[src/rtl/wo_pkg.sv]
package wo_pkg;
  typedef enum logic [1:0] {
    OP_LOAD  = 2'd0,
    OP_STORE = 2'd1,
    OP_NOP   = 2'd2
  } op_kind_e;
endpackage

[src/rtl/wo_pick.sv]
// Lowest-index first picker over a request vector.
module wo_pick #(
  parameter int N = 16,
  localparam int IW = (N > 1) ? $clog2(N) : 1
) (
  input  logic [N-1:0]  req,
  output logic [N-1:0]  gnt,
  output logic [IW-1:0] idx,
  output logic          any
);
  logic [N:0] below;
  assign below[0] = 1'b0;
  for (genvar i = 0; i < N; i++) begin : g_chain
    assign gnt[i]     = req[i] & ~below[i];
    assign below[i+1] = below[i] | req[i];
  end
  assign any = below[N];

  always_comb begin
    idx = '0;
    for (int i = N - 1; i >= 0; i--) begin
      if (req[i]) idx = IW'(i);
    end
  end
endmodule

[src/rtl/wo_link_match.sv]
// Decides whether one buffered ordered request continues the chain.
module wo_link_match #(
  parameter int SEQ_W  = 6,
  parameter int WAVE_W = 8
) (
  input  logic              busy,
  input  logic              unord,
  input  logic [WAVE_W-1:0] wave,
  input  logic [WAVE_W-1:0] cur_wave,
  input  logic [SEQ_W-1:0]  pred,
  input  logic [SEQ_W-1:0]  self_no,
  input  logic              started,
  input  logic [SEQ_W-1:0]  last_self,
  input  logic [SEQ_W-1:0]  last_succ,
  output logic              hit
);
  localparam logic [SEQ_W-1:0] CODE_NONE = '1;
  localparam logic [SEQ_W-1:0] CODE_WILD = CODE_NONE - 1'b1;

  logic link_ok;
  always_comb begin
    if (!started) begin
      link_ok = (pred == CODE_NONE);
    end else begin
      link_ok = (pred == last_self) ||
                ((pred == CODE_WILD) && (last_succ == self_no));
    end
    hit = busy && !unord && (wave == cur_wave) && link_ok;
  end
endmodule

[src/rtl/wo_rsp_pipe.sv]
// Carries a load's tag alongside the memory latency and captures read data.
module wo_rsp_pipe #(
  parameter int TAG_W  = 4,
  parameter int DATA_W = 16
) (
  input  logic              clk,
  input  logic              rst,
  input  logic              load_go,
  input  logic [TAG_W-1:0]  load_tag,
  input  logic [DATA_W-1:0] mem_rdata,
  output logic              rsp_valid,
  output logic [TAG_W-1:0]  rsp_tag,
  output logic [DATA_W-1:0] rsp_data
);
  logic             s1_v, s2_v;
  logic [TAG_W-1:0] s1_tag, s2_tag;

  always_ff @(posedge clk) begin
    if (rst) begin
      s1_v      <= 1'b0;
      s2_v      <= 1'b0;
      rsp_valid <= 1'b0;
      s1_tag    <= '0;
      s2_tag    <= '0;
      rsp_tag   <= '0;
      rsp_data  <= '0;
    end else begin
      s1_v      <= load_go;
      s1_tag    <= load_tag;
      s2_v      <= s1_v;
      s2_tag    <= s1_tag;
      rsp_valid <= s2_v;
      rsp_tag   <= s2_tag;
      if (s2_v) rsp_data <= mem_rdata;
    end
  end
endmodule

[src/rtl/wo_seq.sv]
module wo_seq #(
  parameter int DEPTH  = 16,
  parameter int SEQ_W  = 6,
  parameter int WAVE_W = 8,
  parameter int ADDR_W = 8,
  parameter int DATA_W = 16,
  parameter int TAG_W  = 4
) (
  input  logic              clk,
  input  logic              rst,
  input  logic              req_valid,
  output logic              req_ready,
  input  logic [WAVE_W-1:0] req_wave,
  input  logic [SEQ_W-1:0]  req_pred,
  input  logic [SEQ_W-1:0]  req_self,
  input  logic [SEQ_W-1:0]  req_succ,
  input  logic [1:0]        req_kind,
  input  logic              req_unord,
  input  logic [ADDR_W-1:0] req_addr,
  input  logic [DATA_W-1:0] req_wdata,
  input  logic [TAG_W-1:0]  req_tag,
  output logic              mem_en,
  output logic              mem_we,
  output logic [ADDR_W-1:0] mem_addr,
  output logic [DATA_W-1:0] mem_wdata,
  input  logic [DATA_W-1:0] mem_rdata,
  output logic              rsp_valid,
  output logic [TAG_W-1:0]  rsp_tag,
  output logic [DATA_W-1:0] rsp_data
);
  import wo_pkg::*;

  localparam int IDX_W = (DEPTH > 1) ? $clog2(DEPTH) : 1;
  localparam logic [SEQ_W-1:0] CODE_NONE = '1;

  // request buffer
  logic [DEPTH-1:0]  slot_v;
  logic [WAVE_W-1:0] e_wave  [DEPTH];
  logic [SEQ_W-1:0]  e_pred  [DEPTH];
  logic [SEQ_W-1:0]  e_self  [DEPTH];
  logic [SEQ_W-1:0]  e_succ  [DEPTH];
  op_kind_e          e_kind  [DEPTH];
  logic [DEPTH-1:0]  e_unord;
  logic [ADDR_W-1:0] e_addr  [DEPTH];
  logic [DATA_W-1:0] e_wdata [DEPTH];
  logic [TAG_W-1:0]  e_tag   [DEPTH];

  // chain state
  logic [WAVE_W-1:0] cur_wave;
  logic              started;
  logic [SEQ_W-1:0]  last_self;
  logic [SEQ_W-1:0]  last_succ;

  // slot allocation
  logic [DEPTH-1:0] free_gnt;
  logic [IDX_W-1:0] free_idx;
  logic             free_any;
  logic             accept;

  wo_pick #(.N(DEPTH)) u_free (
    .req (~slot_v),
    .gnt (free_gnt),
    .idx (free_idx),
    .any (free_any)
  );

  assign req_ready = free_any;
  assign accept    = req_valid && free_any;

  // readiness of each slot
  logic [DEPTH-1:0] ord_hit;
  logic [DEPTH-1:0] un_hit;

  for (genvar i = 0; i < DEPTH; i++) begin : g_slot
    wo_link_match #(.SEQ_W(SEQ_W), .WAVE_W(WAVE_W)) u_match (
      .busy      (slot_v[i]),
      .unord     (e_unord[i]),
      .wave      (e_wave[i]),
      .cur_wave  (cur_wave),
      .pred      (e_pred[i]),
      .self_no   (e_self[i]),
      .started   (started),
      .last_self (last_self),
      .last_succ (last_succ),
      .hit       (ord_hit[i])
    );
    assign un_hit[i] = slot_v[i] && e_unord[i];
  end

  logic [DEPTH-1:0] ord_gnt, un_gnt;
  logic [IDX_W-1:0] ord_idx, un_idx;
  logic             ord_any, un_any;

  wo_pick #(.N(DEPTH)) u_pick_ord (
    .req (ord_hit),
    .gnt (ord_gnt),
    .idx (ord_idx),
    .any (ord_any)
  );

  wo_pick #(.N(DEPTH)) u_pick_un (
    .req (un_hit),
    .gnt (un_gnt),
    .idx (un_idx),
    .any (un_any)
  );

  // ordered requests win; the bypass path fills idle cycles
  logic             issue_ord, issue_un, issue;
  logic [IDX_W-1:0] sel;
  op_kind_e         sel_kind;
  logic             load_go;

  always_comb begin
    issue_ord = ord_any;
    issue_un  = !ord_any && un_any;
    issue     = issue_ord || issue_un;
    sel       = issue_ord ? ord_idx : un_idx;
    sel_kind  = e_kind[sel];
    load_go   = issue && (sel_kind == OP_LOAD);
  end

  always_ff @(posedge clk) begin
    if (rst) begin
      slot_v    <= '0;
      cur_wave  <= '0;
      started   <= 1'b0;
      last_self <= '0;
      last_succ <= '0;
      mem_en    <= 1'b0;
      mem_we    <= 1'b0;
      mem_addr  <= '0;
      mem_wdata <= '0;
    end else begin
      if (accept) begin
        slot_v[free_idx] <= 1'b1;
      end
      if (issue) begin
        slot_v[sel] <= 1'b0;
      end

      mem_en    <= issue && (sel_kind != OP_NOP);
      mem_we    <= issue && (sel_kind == OP_STORE);
      mem_addr  <= e_addr[sel];
      mem_wdata <= e_wdata[sel];

      if (issue_ord) begin
        if (e_succ[sel] == CODE_NONE) begin
          cur_wave <= cur_wave + 1'b1;
          started  <= 1'b0;
        end else begin
          started  <= 1'b1;
        end
        last_self <= e_self[sel];
        last_succ <= e_succ[sel];
      end
    end
  end

  // payload storage, no reset needed
  always_ff @(posedge clk) begin
    if (accept) begin
      e_wave[free_idx]  <= req_wave;
      e_pred[free_idx]  <= req_pred;
      e_self[free_idx]  <= req_self;
      e_succ[free_idx]  <= req_succ;
      e_kind[free_idx]  <= op_kind_e'(req_kind);
      e_unord[free_idx] <= req_unord;
      e_addr[free_idx]  <= req_addr;
      e_wdata[free_idx] <= req_wdata;
      e_tag[free_idx]   <= req_tag;
    end
  end

  wo_rsp_pipe #(.TAG_W(TAG_W), .DATA_W(DATA_W)) u_rsp (
    .clk       (clk),
    .rst       (rst),
    .load_go   (load_go),
    .load_tag  (e_tag[sel]),
    .mem_rdata (mem_rdata),
    .rsp_valid (rsp_valid),
    .rsp_tag   (rsp_tag),
    .rsp_data  (rsp_data)
  );
endmodule

[config.mk]
export PLATFORM = sky130hd
export DESIGN_NAME = wo_seq
export DESIGN_NICKNAME = d
export VERILOG_FILES = /design/src/rtl/wo_pkg.sv /design/src/rtl/wo_pick.sv /design/src/rtl/wo_link_match.sv /design/src/rtl/wo_rsp_pipe.sv /design/src/rtl/wo_seq.sv
export SDC_FILE = /design/constraint.sdc
export NUM_CORES = 1
export LEC_CHECK = 0
export BUFFER_PORTS_ARGS = -buffer_cell sky130_fd_sc_hd__buf_2
export CAP_MARGIN = 5
export CORE_ASPECT_RATIO = 1.5
export CORE_UTILIZATION = 50
export CTS_BUF_LIST = sky130_fd_sc_hd__clkbuf_2
export DETAILED_ROUTE_END_ITERATION = 8
export PLACE_DENSITY = 0.66
export SETUP_SLACK_MARGIN = 0.5
export SYNTH_ARGS = -nofsm -noshare
export SYNTH_HDL_FRONTEND = slang
export SYNTH_SLANG_ARGS = --single-unit
[constraint.sdc]
create_clock -name clk -period 5.8 [get_ports clk]
set_input_delay 0.87 -clock clk [delete_from_list [all_inputs] [get_ports clk]]
set_output_delay 0.87 -clock clk [all_outputs]
set_load 0.02 [all_outputs]
# Word level (Yosys, flattened, before mapping)

Memories as Yosys holds them, arrays and structs flattened. A register that Yosys moved wholly into a read port is not among the register bits.
Index checks and enable logic that the tools add are counted.

Multiplexer cells: 76
Reductions and logical operators: 123
Equal/unequal tests: 83
Divide/modulo/power cells: 0
Shifts and indexed selects: 0
Magnitude comparators: 4
Bitwise logic cells: 49
$mul: 0
$add $sub $neg: 1

Operators by type and width:

| cell                | number |
|---|---|
| $eq 6x6->1 const B  | 33 |
| $mux 4              | 49 |
| $eq 6x6->1          | 32 |
| $eq 8x8->1          | 16 |
| $logic_and 1x1->1   | 87 |
| $mux 16             | 3 |
| $or 1x1->1          | 45 |
| $not 16->16         | 2 |
| $mux 1              | 21 |
| $logic_not 1->1     | 17 |
| $logic_or 1x1->1    | 17 |
| $and 16x16->16      | 1 |
| $bwmux 16           | 1 |
| $or 16x16->16       | 1 |
| $lt 4x5->1 const B  | 2 |
| $add 8x1->8 const B | 1 |
| $demux 1 s4         | 2 |
| $ge 4x1->1 const B  | 2 |
| $eq 2x1->1 const B  | 1 |
| $logic_not 2->1     | 1 |
| $ne 2x2->1 const B  | 1 |
| $reduce_and 2->1    | 1 |

Register bits: 76
Bits in read-only memories: 0
Output and inout bits: 48
Memories: 8
Word-level logic and storage cells: 357
Latch bits: 0
Memory bits (writable): 896
Input bits: 76

Memory list:

| memory      | words | bits a word | rd ports | clocked after memory_dff | write ports | line         | RTL |
|---|---|---|---|---|---|---|---|
| e_wdata     | 16    | 16          | 1        | 1                        | 1           | wo_seq.sv:45 | `logic [DATA_W-1:0] e_wdata [DEPTH];` |
| e_addr      | 16    | 8           | 1        | 1                        | 1           | wo_seq.sv:44 | `logic [ADDR_W-1:0] e_addr [DEPTH];` |
| e_wave      | 16    | 8           | 16       | 0                        | 1           | wo_seq.sv:38 | `logic [WAVE_W-1:0] e_wave [DEPTH];` |
| e_pred      | 16    | 6           | 16       | 0                        | 1           | wo_seq.sv:39 | `logic [SEQ_W-1:0] e_pred [DEPTH];` |
| e_self      | 16    | 6           | 17       | 1                        | 1           | wo_seq.sv:40 | `logic [SEQ_W-1:0] e_self [DEPTH];` |
| e_succ      | 16    | 6           | 1        | 0                        | 1           | wo_seq.sv:41 | `logic [SEQ_W-1:0] e_succ [DEPTH];` |
| +2 memories | n/a   | n/a         | n/a      | n/a                      | n/a         | n/a          |  |

# Logic depth before layout (Yosys ltp)

Gate-level depths: netlist of the first run.
An unclocked memory read counts as a cell.

Depth after elaboration: 30
Depth in mapped cells: 21
Gate-level depth less buffers: 15

# Modules after synthesis

A second synthesis of the first run with hierarchy kept.

Cells, all modules: 2379
Area, all modules: 40999.3 um^2

Modules (own cells, without submodules):

| module        | instances | cells each | area an instance (um^2) | seq. area each (um^2) |
|---|---|---|---|---|
| wo_seq        | 1         | 1592       | 34874.7                 | 28647.5 |
| wo_link_match | 16        | 35         | 261.5                   | 0.0 |
| wo_rsp_pipe   | 1         | 83         | 979.7                   | 620.6 |
| wo_pick       | 3         | 48         | 320.3                   | 0.0 |

# Least setup slack after synthesis of the first run

Ideal clock, no wire load.

Kind: register -> register
From: register cur_wave[6]
To: register cur_wave[7]
Stages on the path, launching flop included: 21
Required time: 5679 ps
Buffers on the path: 5
Library setup time: 121 ps
Arrival: 4317 ps
Clock period less this slack: 4438 ps
Setup slack: 1362 ps
Cells stage by stage: dfxtp_1 buf_2 xor2_1 or4b_1 or4b_1 a311o_1 nand4_1 a311oi_1 nor3_4 nand2_4 buf_8 buf_8 buf_12 mux2i_1 mux2i_1 mux2i_1 mux2_2 nor4_4 buf_6 nand3_2 mux2_4

Cells in the longest elaborated chain, start to end: 23
Elaborated cells on any way between the ends: 84
Classes of those cells: add/sub (1); eq/ne (17); mux (17); bitwise (15); reduce/logical (33); memory (1)

Ends and longest elaborated chain:

| item                              | line                | RTL |
|---|---|---|
| from (decl)                       | wo_seq.sv:49        | `logic [WAVE_W-1:0] cur_wave;` |
| from (signal assigned)            | wo_seq.sv:149       | `cur_wave <= cur_wave + 1'b1;` |
| $eq 8x8->1                        | wo_link_match.sv:28 | `hit = busy && !unord && (wave == cur_wave) && link_ok;` |
| $logic_and 1x1->1 (2 in series)   | wo_link_match.sv:28 |  |
| $mux 4 (16 in series)             | wo_pick.sv:22       | `if (req[i]) idx = IW'(i);` |
| $mux 4                            | wo_seq.sv:118       | `sel = issue_ord ? ord_idx : un_idx;` |
| $mem_v2 16x6                      | n/a                 |  |
| $eq 6x6->1                        | wo_seq.sv:148       | `if (e_succ[sel] == CODE_NONE) begin` |
| $reduce_and 2->1 (no source line) | n/a                 |  |

Parallel ways exist; a longest one is shown, timed or not.
A chain may end at the register's enable or synchronous reset.

# Final worst setup path of the first run

From: register last_self[0] (read register of e_self)
To: register slot_v[0]

Cells in the longest elaborated chain, start to end: 28
Elaborated cells on any way between the ends: 107
Classes of those cells: order compare (2); eq/ne (16); mux (36); bitwise (17); reduce/logical (36)

Ends and longest elaborated chain:

| item                                                           | line                | RTL |
|---|---|---|
| from (decl)                                                    | wo_seq.sv:51        | `logic [SEQ_W-1:0] last_self;` |
| $eq 6x6->1                                                     | wo_link_match.sv:25 | `link_ok = (pred == last_self) \|\|` |
| $logic_or 1x1->1                                               | wo_link_match.sv:25 |  |
| $mux 1                                                         | wo_link_match.sv:22 | `if (!started) begin` |
| $logic_and 1x1->1                                              | wo_link_match.sv:28 |  |
| $mux 4 (16 in series)                                          | wo_pick.sv:22       |  |
| $mux 4                                                         | wo_seq.sv:118       |  |
| $lt 4x5->1 (not written as such) or $ge 4x1->1 (tied branches) | wo_seq.sv:139       | `slot_v[sel] <= 1'b0;` |
| $logic_and 1x1->1 (not written as such)                        | wo_seq.sv:139       |  |
| $mux 1 (not written as such)                                   | wo_seq.sv:139       |  |
| $demux 1 s4                                                    | wo_seq.sv:139       |  |
| $not 16->16 (no source line)                                   | n/a                 |  |
| $and 16x16->16 (no source line)                                | n/a                 |  |
| $mux 16 (*)                                                    | wo_seq.sv:138       | `if (issue) begin` |
| to (signal assigned)                                           | wo_seq.sv:125       | `slot_v <= '0;` |
| to (signal, indexed assignment)                                | wo_seq.sv:136       | `slot_v[free_idx] <= 1'b1;` |
| to (signal, indexed assignment)                                | wo_seq.sv:139       |  |
| to (decl)                                                      | wo_seq.sv:37        | `logic [DEPTH-1:0] slot_v;` |

Mark *: on every way between the ends. The rest lies on a longest branch, timed or not.

==> summary.txt, run 1 <==
Routed wire per std cell = 23.56 um
slew margin rel. = 0.1734
Worst path top cell family by delay = simple AND/OR/NAND/NOR gates
post-route cell area = 48,340 sq um
total CTS buffers = 224
CP max-delay cell = nor4b_1
nature of the critical path endpoint = register
share of cells above drive strength 1 = 0.1821
asr flop ratio synth = 0
WP buf/inv = 2
Post-Syn Instances = 3,277
Detail Route Antenna Nets = 0
synth warn = 0
vias in the first global route = 29,230
final-layout fill cell count = 6,956
Core ar. = 83,930 sq um
first drt pass iteration count = 6
max incr delay on CP = 1.05 ns
Worst-path clk slew = 0.12 ns
via count = 28,670
Worst Skew = 0.09282 ns
multi-input logic area = 12,390 sq um
fin crit period = 5.187 ns
initial antenna violation count = 7
RSZ-0062 raised after global routing = false
WS Path Type = register to register
post-synthesis cell area = 42,430 sq um
flops & latches, synth = 1,006
post-place instance area = 44,920 sq um
sequential area share after synthesis = 0.6898
die span in x = 239.8 um
clk root buf = clkbuf_2
register area = 29,280 sq um
Arr. time, crit path = 6.69 ns
setup TNS = 0 ns
P&R area growth vs syn = 13.95%
Detailed Route Iter0 Violations = 2,523
Post-Route WL = 117,900 um
first-pass GRT wire length = 174,100 um
Setup crit start kind = register
nets@finish = 3,761
largest fanout on the critical path = 10
crit path cell chain = xnor2_1, nand3_1, o22ai_1, o2111ai_1, nand2_1, a211oi_1, nand4_1, buf_4, nor4b_1, nor3_1, a211oi_1, dlygate4sd3_1
worst setup margin = 0.6128 ns
Setup WS pre-CTS = 0.1088 ns
Clock Latency Late Sink = 1.59 ns
top cells by area, synth = edfxtp_1 65%, nand2_1 6.3%, dfxtp_1 4.4%
IO Port Bufs = 123
Mapped Nets = 3,354
most used cell, CP = a211oi_1
area share of the largest cell type after synthesis = 0.6455
number of enable flip-flop cells after synthesis = 912
full die area = 86,050 sq um
area leader, netlist = edfxtp_1
height of the die = 358.8 um
DRC violations left = 0
CP required = 7.30 ns
Hold Crit Class = input port to register
dominant synthesized flop cell = edfxtp_1
total leakage power = 0.01731 uW
max_cap viols = 0
slew of the pin with the lowest slew margin = 1.223 ns
post-DP HPWL = 70,570 um
pins over their slew limit = 0
GRT Total Usage = 0.2756
starting density of the core = 0.5055
clk sink count = 1,006
RD Place Congestion = 1.199
crit share post-route = 0.8943
Max IR drop VDD = 0.1918 mV
# rows = 130
Power per Cell Area = 267.8 nW/um^2
IO Count = 124
vias per cell = 5.729
Setup violations, final = 0
cell with the most instances after synthesis = edfxtp_1
Avg Inst Size Synth = 12.95 sq um
Remaining Overflow, GRT = 0
status = finished clean
H-tree Lvls = 4
f_max = 0.1928 GHz
largest net degree at the start of global routing = 127
CTS tree = done
Post-synth top cells = 912 x edfxtp_1, 707 x nand2_1, 256 x nor2_1
Max Buffers Root-to-Sink = 3
endpoints failing hold = 0
Synth cell types = 74
-- flip-flops by register name (all words and copies together) (netlist names), 16 cells and up --
signal / count
e_wdata: 256
u_rsp.rsp_data: 16
e_self: 96
e_pred: 96
e_addr: 128
e_unord: 16
e_kind: 32
e_tag: 64
mem_wdata: 16
e_wave: 128
e_succ: 96
slot_v: 16
-- cell usage in the layout (no fill, tap or decap), types with 6 or more instances in the layout --
| master | netlist | layout |
|---|---|---|
| xnor2_1 | 162 | 162 |
| nor4_1 | 27 | 26 |
| a211oi_1 | 78 | 76 |
| nand2b_1 | 13 | 13 |
| dfxtp_1 | 94 | 88 |
| buf_12 | 1 | 21 |
| nand2_1 | 707 | 707 |
| buf_4 | 28 | 100 |
| a22oi_1 | 6 | 6 |
| clkinv_1 | 0 | 54 |
| o22ai_1 | 12 | 12 |
| a31oi_1 | 86 | 86 |
| a311o_1 | 6 | 6 |
| mux2i_1 | 90 | 88 |
| dlygate4sd3_1 | 0 | 108 |
| nand3_1 | 78 | 77 |
| diode_2 | 0 | 6 |
| mux2_2 | 37 | 37 |
| and3_1 | 12 | 12 |
| a21oi_1 | 56 | 56 |
| a311oi_1 | 60 | 60 |
| o211ai_1 | 8 | 8 |
| nand4_1 | 52 | 52 |
| nor2b_1 | 26 | 25 |
| nor3_1 | 38 | 37 |
| nor2_1 | 256 | 240 |
| xor2_1 | 156 | 155 |
| clkbuf_2 | 0 | 348 |
| inv_1 | 14 | 13 |
| edfxtp_1 | 912 | 912 |
| nor2_4 | 0 | 16 |
| o21ai_0 | 18 | 17 |
| o2111ai_1 | 6 | 6 |
| buf_2 | 38 | 122 |
-- stage by stage --
step	instances	hold WS [ns]	total power (uW)	util
floorplan	3277	0.4138	8401	-
global placement	4463	0.4362	8629	0.5352
detailed placement	4463	0.4272	8647	0.5352
CTS	4991	0.01962	13050	0.5736
global route	5004	0.01974	13450	0.5760
finish	5004	0.2121	12950	0.5760
-- repair_timing --
| item | in CTS | in global routing |
|---|---|---|
| hold buffers | 108 | 0 |
| endpoints found under the hold margin | 1018 | 0 |
| pin swaps | 3 | 6 |
| cloned | 0 | 4 |
| endpoints found under the setup margin | 49 | 45 |
| resized for setup | 10 | 25 |
| buffers inserted | 2 | 3 |
-- layout make-up --
class                           instances  area share
Clock buffer                          348     0.03603
Tap cell                             1122     0.02904
Timing Repair Buffer                  364     0.06424
Antenna cell                            6   0.0003106
Multi-Input combinational cell       2072      0.2562
Inverter                               16    0.001631
Sequential cell                      1006      0.6056
Clock inverter                         70    0.006884
-- layer usage --
layer  share of wire  wire (um)  vias up  GRT usage
met3           0.065       7654      331    0.06166
met2            0.51      59780     1260     0.4766
li1                -          -    12910          -
met4           0.061       7185        4     0.1722
met1            0.37      43260    14170     0.3079
met5         0.00025         30        -          0
-- final timing paths --
| kind | slack, ns | endpoint | cells past startpoint | startpoint |
|---|---|---|---|---|
| max | 0.61 | slot_v[0]$_SDFF_PP0_ | 12 | last_self[0]$_SDFFE_PP0N_ |
| min reg2reg | 0.45 | u_rsp.s2_tag[0]$_SDFF_PP0_ | 1 | u_rsp.s1_tag[0]$_SDFF_PP0_ |
| min | 0.21 | e_addr[6][7]$_DFFE_PP_ | 2 | req_addr[7] |
| max reg2reg | 0.61 | slot_v[0]$_SDFF_PP0_ | 12 | last_self[0]$_SDFFE_PP0N_ |
-- where the power goes --
group	leakage [uW]	internal (uW)	total (uW)	switching, uW
registers	0.00901	7960	7990	28.8
clock network	0.00160	1650	4400	2750
logic	0.00671	190	556	366
total	0.0173	9810	12900	3140
-- cell families (layout without fill, tap and decap cells) --
logic type	after synthesis	after routing	share of synthesized area
other	0	6	0
multiplexers	130	130	0.03194
XOR/XNOR	318	318	0.06565
flip-flops	1006	1006	0.6898
AO/OA/AOI/OAI	375	375	0.06276
adder cells (fa/ha/maj)	1	1	0.0002949
AND/OR/NAND/NOR	1248	1248	0.1267
buffers and inverters	199	798	0.02283
No activity file was read; power rests on OpenSTA's default activity.
==> inputs of run 2 (changes only) <==
- CAP_MARGIN: 5 -> 20
- PLACE_DENSITY: 0.66 -> 0.69
- clock period: 5.8 -> 4.4 ns (I/O delays scaled with it)
==> summary.txt, run 2 (synthesis gave the netlist of run 1 again) <==
Routed wire per std cell = 22.99 um
clk root buf = clkbuf_2
GRT Total Usage = 0.2794
IO Port Bufs = 123
Post-Route WL = 123,000 um
multi-input logic area = 13,140 sq um
Detail Route Antenna Nets = 0
pins over their slew limit = 0
first drt pass iteration count = 6
Tot Pwr = 17,460 uW
share of cells above drive strength 1 = 0.2638
vias in the first global route = 29,280
final-layout fill cell count = 6,420
height of the die = 358.8 um
most common library cell in the layout ignoring fill and taps = edfxtp_1
f_max = 0.2068 GHz
clk sink count = 1,006
nature of the critical path endpoint = register
max_cap viols = 0
total CTS buffers = 222
slew of the pin with the lowest slew margin = 1.103 ns
crit path cell chain = xor2_1, or4b_1, or4b_4, a311o_1, buf_4, nand4_1, nor4_4, buf_4, nand4_4, nand2_8, buf_12, buf_6, buf_4, mux2i_1, o22ai_1, or4_4, nand3_4, nor4_4, buf_12, buf_4, a211o_1, nand2_1
full die area = 86,050 sq um
post-place instance area = 46,770 sq um
most frequent cells in the layout = 912 x edfxtp_1, 703 x nand2_1, 333 x clkbuf_2
Largest register FFs = 256
largest fanout on the critical path = 7
Setup WS pre-CTS = -0.5309 ns
Arr. time, crit path = 6.35 ns
status = complete, but fails checks
RD Place Congestion = 0.9821
Setup violations, final = 45
Worst-path clk slew = 0.11 ns
CP required = 5.91 ns
Remaining Overflow, GRT = 0
setup TNS = -11.21 ns
Hold Crit Class = input port to register
# rows = 130
CP max-delay cell = or4_4
CTS tree = done
first-pass GRT wire length = 175,700 um
Detailed Route Iter0 Violations = 2,236
biggest regs = e_wdata (256), e_addr (128), e_wave (128)
fin crit period = 4.837 ns
nets@finish = 4,101
register area = 29,280 sq um
die span in x = 239.8 um
total leakage power = 0.01955 uW
Worst Skew = 0.1055 ns
largest net degree at the start of global routing = 97
Finished Layout Cells = 5,350
Core ar. = 83,930 sq um
P&R area growth vs syn = 24.84%
Max IR drop VDD = 0.2395 mV
starting density of the core = 0.5055
post-DP HPWL = 71,680 um
most used cell, CP = buf_4
crit share post-route = 1.099
max incr delay on CP = 0.57 ns
post-route cell area = 52,970 sq um
Largest Register = e_wdata
DRC violations left = 0
initial antenna violation count = 3
Setup crit start kind = register
failing checks = setup timing
Clock Latency Late Sink = 1.63 ns
WS Path Type = register to register
slew margin rel. = 0.2644
RSZ-0062 raised after global routing = true
vias per cell = 5.603
endpoints failing hold = 0
Max Buffers Root-to-Sink = 3
worst setup margin = -0.4367 ns
Power per Cell Area = 329.6 nW/um^2
H-tree Lvls = 4
via count = 29,980
Placed Instances = 4,649
IO Count = 124
[run 2: power by group]
part	switching, uW	leakage [uW]	internal [uW]
registers	37.0	0.00901	10500
clock network	3690	0.00161	2300
logic	541	0.00893	389
total	4270	0.0195	13200
[run 2: final cells by class]
type,instances,share of cell area
diodes,9,0.0004252
clock inverters,86,0.009260
repair inverters,1,0.0003780
inverters,16,0.001630
flip-flops and latches,1006,0.5529
multi-input cells,2072,0.2480
clock buffers,333,0.03146
well taps,1122,0.02650
repair buffers,705,0.1295
[run 2: worst max-delay path, delay by kind of cell (launching register included)]
family / cells / cell delay (ns)
simple gates: 10 / 2.32
buf+inv: 7 / 1.04
compound gates: 3 / 0.72
flops: 1 / 0.38
xor+xnor: 1 / 0.17
mux: 1 / 0.13
[run 2: what timing repair did]
item                                    4_1_cts  5_1_grt
hold buffers                                170        0
endpoints found under the setup margin       62       68
setup buffers                                28       51
endpoints found under the hold margin      1268        0
gates resized for setup                     102      141
cloned                                        5       19
pin swaps                                    50      101
[run 2: metrics by stage]
stage / utilization / hold slack (ns)
CTS: 0.6131 / 0.0004152
global placement: 0.5572 / 0.4230
floorplan: - / 0.4138
finish: 0.6311 / 0.08981
detailed placement: 0.5572 / 0.4204
global route: 0.6310 / 0.006024
[run 2: routing by layer]
metal | vias to the layer above | wire length (um) | track usage
li1 | 13620 | - | -
met1 | 14710 | 44400 | 0.3102
met2 | 1290 | 63480 | 0.5008
met3 | 353 | 7808 | 0.05513
met4 | 0 | 7290 | 0.1534
met5 | - | 0 | 0
[run 2: final timing paths]
path / from / cells past startpoint / to / slack, ns
max reg2reg: cur_wave[3]$_SDFFE_PP0P_ / 22 / cur_wave[2]$_SDFFE_PP0P_ / -0.44
max: cur_wave[3]$_SDFFE_PP0P_ / 22 / cur_wave[2]$_SDFFE_PP0P_ / -0.44
min reg2reg: u_rsp.s1_tag[1]$_SDFF_PP0_ / 1 / u_rsp.s2_tag[1]$_SDFF_PP0_ / 0.45
min: req_wave[6] / 2 / e_wave[10][6]$_DFFE_PP_ / 0.09
